### config.mk
export PLATFORM = sky130hd
export DESIGN_NAME = fbt_ctrl
export DESIGN_NICKNAME = d
export VERILOG_FILES = /design/src/rtl/fbt_pkg.sv /design/src/rtl/fbt_sel_gate.sv /design/src/rtl/fbt_misr.sv /design/src/rtl/fbt_seq_fsm.sv /design/src/rtl/fbt_ctrl.sv
export SDC_FILE = /design/constraint.sdc
export NUM_CORES = 1
export LEC_CHECK = 0
export BUFFER_PORTS_ARGS = -buffer_cell sky130_fd_sc_hd__buf_2
export CORE_MARGIN = 2
export CORE_UTILIZATION = 54
export CTS_BUF_LIST = sky130_fd_sc_hd__clkbuf_4 sky130_fd_sc_hd__clkbuf_8 sky130_fd_sc_hd__clkbuf_16
export DETAILED_ROUTE_END_ITERATION = 6
export PLACE_DENSITY_LB_ADDON = 0.3
export SLEW_MARGIN = 20
export SYNTH_ARGS = -nofsm -noshare
export SYNTH_HDL_FRONTEND = slang
export SYNTH_HIERARCHICAL = 1
export SYNTH_SLANG_ARGS = --single-unit
### constraint.sdc
create_clock -name clk -period 2.8 [get_ports clk]
set_input_delay 0.28 -clock clk [delete_from_list [all_inputs] [get_ports clk]]
set_output_delay 0.28 -clock clk [all_outputs]
set_load 0.02 [all_outputs]
### src/rtl/fbt_pkg.sv
package fbt_pkg;
    typedef enum logic [1:0] {
        ST_FUNC = 2'd0,
        ST_FAST = 2'd1,
        ST_CAPT = 2'd2,
        ST_DONE = 2'd3
    } fbt_state_e;
endpackage

### src/rtl/fbt_sel_gate.sv
module fbt_sel_gate #(
    parameter int              PI_W     = 4,
    parameter logic [PI_W-1:0] SEL_MASK = PI_W'(9)
) (
    input  logic            sel_en,
    input  logic            seq_valid,
    input  logic            seq_last,
    input  logic [PI_W-1:0] vec_in,
    output logic            sel_fire
);
    // AND of the masked bits; a last vector has no successor, so it never fires
    assign sel_fire = sel_en && seq_valid && !seq_last && (&(vec_in | ~SEL_MASK));
endmodule

### src/rtl/fbt_misr.sv
module fbt_misr #(
    parameter int                MISR_W   = 8,
    parameter logic [MISR_W-1:0] TAP_MASK = MISR_W'(8'hB8)
) (
    input  logic              clk,
    input  logic              rst_n,
    input  logic              cap_en,
    input  logic [MISR_W-1:0] cap_data,
    output logic [MISR_W-1:0] signature
);
    logic fb;
    assign fb = ^(signature & TAP_MASK);

    always_ff @(posedge clk or negedge rst_n) begin
        if (!rst_n)
            signature <= '0;
        else if (cap_en)
            signature <= {signature[MISR_W-2:0], fb} ^ cap_data;
    end

    AST_MISR_HOLD: assert property (@(posedge clk) disable iff (!rst_n)
        !cap_en |=> $stable(signature));
endmodule

### src/rtl/fbt_seq_fsm.sv
module fbt_seq_fsm
    import fbt_pkg::*;
#(
    parameter int CNT_W = 8
) (
    input  logic             clk,
    input  logic             rst_n,
    input  logic             seq_valid,
    input  logic             seq_last,
    input  logic             sel_fire,
    output logic             test_launch,
    output logic             fast_clk_sel,
    output logic             misr_en,
    output logic             misr_take_state,
    output logic             seq_done,
    output logic [CNT_W-1:0] test_cnt
);
    localparam logic [CNT_W-1:0] CNT_MAX = '1;

    fbt_state_e st_q, st_d;
    logic       last_q, last_d;

    // state register and test counter
    always_ff @(posedge clk or negedge rst_n) begin
        if (!rst_n) begin
            st_q     <= ST_FUNC;
            last_q   <= 1'b0;
            test_cnt <= '0;
        end else begin
            st_q   <= st_d;
            last_q <= last_d;
            if (fast_clk_sel && test_cnt != CNT_MAX)
                test_cnt <= test_cnt + CNT_W'(1);
        end
    end

    // next state
    always_comb begin
        st_d   = st_q;
        last_d = last_q;
        unique case (st_q)
            ST_FUNC: begin
                if (test_launch)                st_d = ST_FAST;
                else if (seq_valid && seq_last) st_d = ST_DONE;
            end
            ST_FAST: begin
                if (seq_valid) begin
                    st_d   = ST_CAPT;
                    last_d = seq_last;
                end
            end
            ST_CAPT: begin
                if (last_q)                     st_d = ST_DONE;
                else if (test_launch)           st_d = ST_FAST;
                else if (seq_valid && seq_last) st_d = ST_DONE;
                else                            st_d = ST_FUNC;
            end
            ST_DONE: st_d = ST_DONE;
        endcase
    end

    // outputs
    always_comb begin
        test_launch     = 1'b0;
        fast_clk_sel    = 1'b0;
        misr_en         = 1'b0;
        misr_take_state = 1'b0;
        seq_done        = 1'b0;
        unique case (st_q)
            ST_FUNC: test_launch = sel_fire;
            ST_FAST: begin
                fast_clk_sel = seq_valid;
                misr_en      = seq_valid;
            end
            ST_CAPT: begin
                test_launch     = sel_fire && !last_q;
                misr_en         = 1'b1;
                misr_take_state = 1'b1;
            end
            ST_DONE: seq_done = 1'b1;
        endcase
    end

    AST_LAUNCH_SPACING: assert property (@(posedge clk) disable iff (!rst_n)
        test_launch |=> !test_launch);
    AST_FAST_SINGLE: assert property (@(posedge clk) disable iff (!rst_n)
        fast_clk_sel |=> !fast_clk_sel);
    AST_CNT_STEP: assert property (@(posedge clk) disable iff (!rst_n)
        (fast_clk_sel && test_cnt != CNT_MAX) |=> test_cnt == $past(test_cnt) + CNT_W'(1));
    AST_DONE_STICKY: assert property (@(posedge clk) disable iff (!rst_n)
        seq_done |=> (seq_done && $stable(test_cnt)));
endmodule

### src/rtl/fbt_ctrl.sv
module fbt_ctrl #(
    parameter int PI_W   = 4,
    parameter int PO_W   = 1,
    parameter int ST_W   = 3,
    parameter int MISR_W = 8,
    parameter int CNT_W  = 8
) (
    input  logic              clk,
    input  logic              rst_n,
    input  logic              sel_en,
    input  logic              seq_valid,
    input  logic              seq_last,
    input  logic [PI_W-1:0]   vec_in,
    input  logic [PO_W-1:0]   cut_out,
    input  logic [ST_W-1:0]   cut_state,
    output logic              test_launch,
    output logic              fast_clk_sel,
    output logic [MISR_W-1:0] misr_sig,
    output logic [CNT_W-1:0]  test_cnt,
    output logic              seq_done
);
    logic              sel_fire;
    logic              misr_en;
    logic              misr_take_state;
    logic [MISR_W-1:0] misr_data;

    fbt_sel_gate #(.PI_W(PI_W), .SEL_MASK(PI_W'(9))) u_gate (
        .sel_en   (sel_en),
        .seq_valid(seq_valid),
        .seq_last (seq_last),
        .vec_in   (vec_in),
        .sel_fire (sel_fire)
    );

    fbt_seq_fsm #(.CNT_W(CNT_W)) u_fsm (
        .clk            (clk),
        .rst_n          (rst_n),
        .seq_valid      (seq_valid),
        .seq_last       (seq_last),
        .sel_fire       (sel_fire),
        .test_launch    (test_launch),
        .fast_clk_sel   (fast_clk_sel),
        .misr_en        (misr_en),
        .misr_take_state(misr_take_state),
        .seq_done       (seq_done),
        .test_cnt       (test_cnt)
    );

    assign misr_data = misr_take_state ? MISR_W'(cut_state) : MISR_W'(cut_out);

    fbt_misr #(.MISR_W(MISR_W), .TAP_MASK(MISR_W'(8'hB8))) u_misr (
        .clk      (clk),
        .rst_n    (rst_n),
        .cap_en   (misr_en),
        .cap_data (misr_data),
        .signature(misr_sig)
    );

    AST_NO_TEST_WHEN_OFF: assert property (@(posedge clk) disable iff (!rst_n)
        !sel_en |-> !test_launch);
endmodule

# Word-level counts from Yosys, hierarchy flattened
# Cells that the tools add are included.
[op_classes]
addsub = 1
bitwise_logic = 1
order_cmp = 0
shift = 0
n_mux = 13
reduce_logical = 13
eq_ne = 6
multipliers = 0
div_mod_pow = 0
[op_table]
columns = ["cell", "n"]
rows = [
  ["$mux 2", 6],
  ["$add 8x1->8 const B", 1],
  ["$ne 8x8->1 const B", 1],
  ["$pmux 2 s4", 1],
  ["$reduce_xor 8->1", 1],
  ["$xor 8x3->8", 1],
  ["$logic_and 1x1->1", 6],
  ["$reduce_and 2->1", 3],
  ["$eq 2x2->1 const B", 2],
  ["$pmux 1 s2", 2],
  ["$mux 1", 3],
  ["$mux 3", 1],
  ["$ne 3x2->1 const B", 1],
  ["$eq 2x1->1 const B", 1],
  ["$logic_not 1->1", 2],
  ["$logic_not 2->1", 1],
  ["$ne 2x2->1 const B", 1],
]
[word_totals]
output_inout_bits = 19
latchBits = 0
wordCells = 38
register_bits = 19
mem_bits_rw = 0
mem_bits_ro = 0
memories = 0
in_bits = 13

# Longest topological paths before layout
[depth]
depth_word = 8
ltp_mapped = 8
ltp_nobuf = 7

# Hierarchy
# Netlist, hierarchy kept.
[by_module_without_submodules]
columns = ["module", "area_per_inst_um2", "seq_area_each_um2", "n_inst", "cells_each"]
rows = [
  ["fbt_seq_fsm", 643.1, 275.3, 1, 60],
  ["fbt_misr", 389.1, 200.2, 1, 34],
  ["fbt_ctrl", 33.8, 0.0, 1, 4],
  ["fbt_sel_gate", 10.0, 0.0, 1, 2],
]

# Worst setup path before layout
# OpenSTA, ideal clock, no wires.
[synth_path]
path_type = "reg-to-reg"
start = "reg u_fsm.st_q[0]"
end = "reg u_misr.signature[0]"
arrival_ns = 1.564
n_path_buf = 0
period_less_slack_ns = 1.689
setup_time_ns = 0.125
required_ns = 2.675
path_stages_with_launch = 7
path_slack_ns = 1.111
cell_sequence = "dfrtp_1 -> inv_1 -> ha_1 -> mux2_4 -> xor2_2 -> xnor2_1 -> mux2_4"
[synth_via]
elab_chain_cells = 4
elab_cells_between_ends = 6
cone_classes = "eq/ne (2); mux (3); bitwise (1)"
[synth_lines]
columns = ["element", "line_no", "source"]
rows = [
  ["from (decl)", "fbt_seq_fsm.sv:20", "fbt_state_e st_q, st_d;"],
  ["from (signal assigned)", "fbt_seq_fsm.sv:30", "st_q <= st_d;"],
  ["$eq 2x2->1", "fbt_seq_fsm.sv:69", "unique case (st_q)"],
  ["$mux 1", "fbt_seq_fsm.sv:69", ""],
  ["net misr_take_state", "fbt_ctrl.sv:24", "logic misr_take_state;"],
  ["$mux 3", "fbt_ctrl.sv:49", "assign misr_data = misr_take_state ? MISR_W'(cut_state) : MISR_W'(cut_out);"],
  ["net misr_data[0]", "fbt_ctrl.sv:25", "logic [MISR_W-1:0] misr_data;"],
  ["$xor 8x3->8", "fbt_misr.sv:18", "signature <= {signature[MISR_W-2:0], fb} ^ cap_data;"],
  ["to (signal assigned)", "fbt_misr.sv:18", ""],
  ["to (decl)", "fbt_misr.sv:9", "output logic [MISR_W-1:0] signature"],
]
# The timed path passes the listed nets, and every way through them passes these cells.
# A chain may end at the register's enable or synchronous reset.

# Worst setup path after layout
[layout_path]
start = "reg u_fsm.st_q[0]"
end = "out test_launch"
[layout_via]
elab_chain_cells = 2
elab_cells_between_ends = 3
cone_classes = "eq/ne (1); mux (1); reduce/logical (1)"
[layout_lines]
columns = ["element", "line_no", "source"]
rows = [
  ["$eq 2x2->1 / $logic_not 2->1 (equally long branches)", "fbt_seq_fsm.sv:69", ""],
  ["$pmux 1 s2 (*)", "fbt_seq_fsm.sv:69", ""],
  ["to (decl)", "fbt_ctrl.sv:16", "output logic test_launch,"],
]
# Every way passes the cells marked *; elsewhere a longest branch is shown, timed or not.

==> flow_summary.json <==
{
  "crit_required_ps": 2520,
  "yosysSeqAreaShare_pct": 44.2,
  "ys_seq_elements": 19,
  "top_layer": "met4",
  "fin_crit_ps": 1890,
  "path_buf_inv": 2,
  "num_vias": 816,
  "skew_ps": 7.54,
  "hp-class": "primary input to flip-flop",
  "wl_met1_um": 898,
  "setup_violations": 0,
  "grt_pass1_vias": 784,
  "synth_edf_count": 0,
  "start_util_pct": 56.0,
  "synth.most_common_cell": "dfrtp_1",
  "clk_path_buf_depth": 2,
  "fin_setup_tns_ps": 0,
  "rsz0062_at_grt": "false",
  "hpwlAfterDp_um": 1490,
  "cts_inserted_buffers": 3,
  "io_pins": 32,
  "gp_congestion": 0.785,
  "clk_latency_ps": 290,
  "synthArstFlopShare_pct": 100,
  "layout.nets": 157,
  "final-max-slew-violation-count": 0,
  "drv_cap": 0,
  "drt-total-wl_um": 1930,
  "synthTopCellsByCount": "dfrtp_1 (19), xnor2_1 (12), a21oi_1 (10), nor2_1 (10), nand2_1 (8)",
  "wl_met2_um": 928,
  "grt_max_degree": 20,
  "diodes": 0,
  "tritoncts": "done",
  "die-height_um": 48.6,
  "first_pass_iters": 4,
  "grt_pass1_wl_um": 3420,
  "drt_iter0_drc": 13,
  "ant_nets": 0,
  "final-hold-violation-count": 0,
  "synth_area_leaders": "dfrtp_1 (44%), xnor2_1 (9.8%), ha_1 (7.0%), a21oi_1 (4.7%), nor2_1 (3.5%)",
  "layout_setup_ws_ps": 908,
  "ys.flop_type": "dfrtp_1",
  "netlist_area_mm2": 0.00108,
  "synth_area_per_cell_um2": 10.8,
  "design.die.area_mm2": 0.00237,
  "fin_crit_sh_pct": 67.6,
  "drc_errors": 0,
  "clk_pin_slew_ps": 110,
  "clock-root-buffer": "clkbuf_4",
  "antenna_found_initial": 0,
  "io_buffers": 29,
  "area_growth_syn_to_layout_pct": 21.2,
  "cts_resized": 0,
  "grt-ovfl-total": 0,
  "peakVddDrop_mv": 0.620,
  "fmax_ghz": 0.529,
  "routed_via_density": 4.98,
  "power_density_mw_per_mm2": 1080,
  "cp-start-kind": "flip-flop",
  "cts_max_level": 1,
  "post_cts_buffers": 0,
  "grtUsageTotal_pct": 18.1,
  "critical_path.top_delay_family": "flip-flops",
  "pre_cts_slack_ps": 965,
  "cpPeakStageDelay_ps": 430,
  "routedWlPerCell_um": 11.8,
  "crit_chain": "inv_1 > ha_1 > nor2b_1 > o21a_1 > buf_2",
  "cp_slowest_cell": "dfrtp_1",
  "leakagePower_nw": 0.648,
  "cp.arrival_ps": 1610,
  "synth_cell_types": 29,
  "synth_top_area_cell": "dfrtp_1",
  "worst-setup-path-type": "flip-flop to primary output",
  "core-area_mm2": 0.00192,
  "std_cell_rows": 16,
  "synth_top_area_share_pct": 44.2,
  "outcome": "finished, final reports clean",
  "met3WireLength_um": 93,
  "num-fill-cells": 166,
  "ys_warn_count": 6,
  "drive_above_1_share_pct": 32.8,
  "endpoint_kind": "primary output",
  "cts.sinks": 19,
  "worstPathMaxFanout": 7,
  "netlist_instances": 100,
  "die_x_um": 48.6
}
-- kinds of logic (layout without fill, tap and decap cells) --
| logic type | count (synthesis) | after routing | share of synthesized area, % |
|---|---|---|---|
| AO/OA/AOI/OAI | 17 | 17 | 10.1 |
| XOR/XNOR | 17 | 17 | 15.8 |
| adder cells (fa/ha/maj) | 6 | 6 | 6.98 |
| buffers and inverters | 4 | 37 | 1.39 |
| flip-flops | 19 | 19 | 44.2 |
| multiplexers | 4 | 4 | 4.88 |
| other | 1 | 5 | 0.349 |
| AND/OR/NAND/NOR | 32 | 32 | 16.3 |
-- flip-flops by register name, summed over array words and instances, names as in the netlist --
signal and count:
u_fsm/test_cnt 8, u_misr/signature 8, u_fsm/st_q 2, u_fsm/last_q 1
-- power by group --
group / internal, mW / switching, mW
combinational: 0.361 / 0.409
sequential: 0.385 / 0.113
clock: 0.0530 / 0.0817
-- placed cells by master (no fill, tap or decap), types with 2 or more instances in the layout --
| cell type | instances |
|---|---|
| nor2_1 | 10 |
| xnor2_1 | 12 |
| nor3_2 | 2 |
| o21a_1 | 2 |
| and3_4 | 2 |
| xor2_1 | 3 |
| nand4_1 | 2 |
| conb_1 | 5 |
| nand2_1 | 8 |
| ha_1 | 6 |
| buf_2 | 29 |
| dfrtp_1 | 19 |
| mux2_4 | 2 |
| and2_2 | 2 |
| inv_1 | 3 |
| mux2_2 | 2 |
| nor2b_1 | 2 |
| clkbuf_4 | 3 |
| a21oi_1 | 10 |
-- metrics by stage --
stage / power (mW) / hold slack (ps) / util (%) / area, um^2 / instances
2_1_floorplan: 1.09 / -15.6 / - / 1090 / 104
3_3_place_gp: 1.25 / 236 / 65.9 / 1270 / 159
3_5_place_dp: 1.28 / 239 / 65.9 / 1270 / 159
4_1_cts: 1.42 / 250 / 67.8 / 1300 / 164
5_1_grt: 1.54 / 247 / 67.8 / 1300 / 164
6_report: 1.40 / 261 / 67.8 / 1300 / 164
-- path summary, 6_finish.rpt --
check                                  start                  end  slack (ps)  cells past startpoint
setup / recovery               u_fsm/st_q[0]          test_launch         910                      5
hold / removal                      seq_last         u_fsm/last_q         260                      2
setup reg to reg               u_fsm/st_q[0]  u_misr/signature[0]         970                      6
hold reg to reg            u_fsm/test_cnt[6]    u_fsm/test_cnt[6]         500                      1
max in group asynchronous              rst_n    u_fsm/test_cnt[3]        2070                      2
min in group asynchronous              rst_n  u_misr/signature[3]         440                      2
-- worst reg2reg max path, delay by kind of cell, from the launching register on --
kind                     cells  cell delay, ps
XOR/XNOR                     2             280
flip-flops                   1             430
buffers and inverters        1             110
adder cells (fa/ha/maj)      1             310
multiplexers                 2             590
-- cell type report --
cell class / instances / area [um^2] / area share [%]
clock buffers: 3 / 22.5 / 1.73
clock inverters: 1 / 5.00 / 0.384
inverters: 3 / 11.3 / 0.864
multi-input cells: 81 / 601 / 46.1
flip-flops and latches: 19 / 475 / 36.5
well taps: 27 / 33.8 / 2.59
repair buffers: 30 / 155 / 11.9
-- repair_timing --
action	CTS	global route
hold endpoints to repair	19	0
hold buffers	1	0
endpoints found under the setup margin	0	0
-- per-layer routing --
layer	track usage [%]	vias up
li1	-	407
met5	0	-
met3	3.09	2
met4	5.71	0
met2	31.1	19
met1	23.4	388
(Power assumes the default switching activity.)
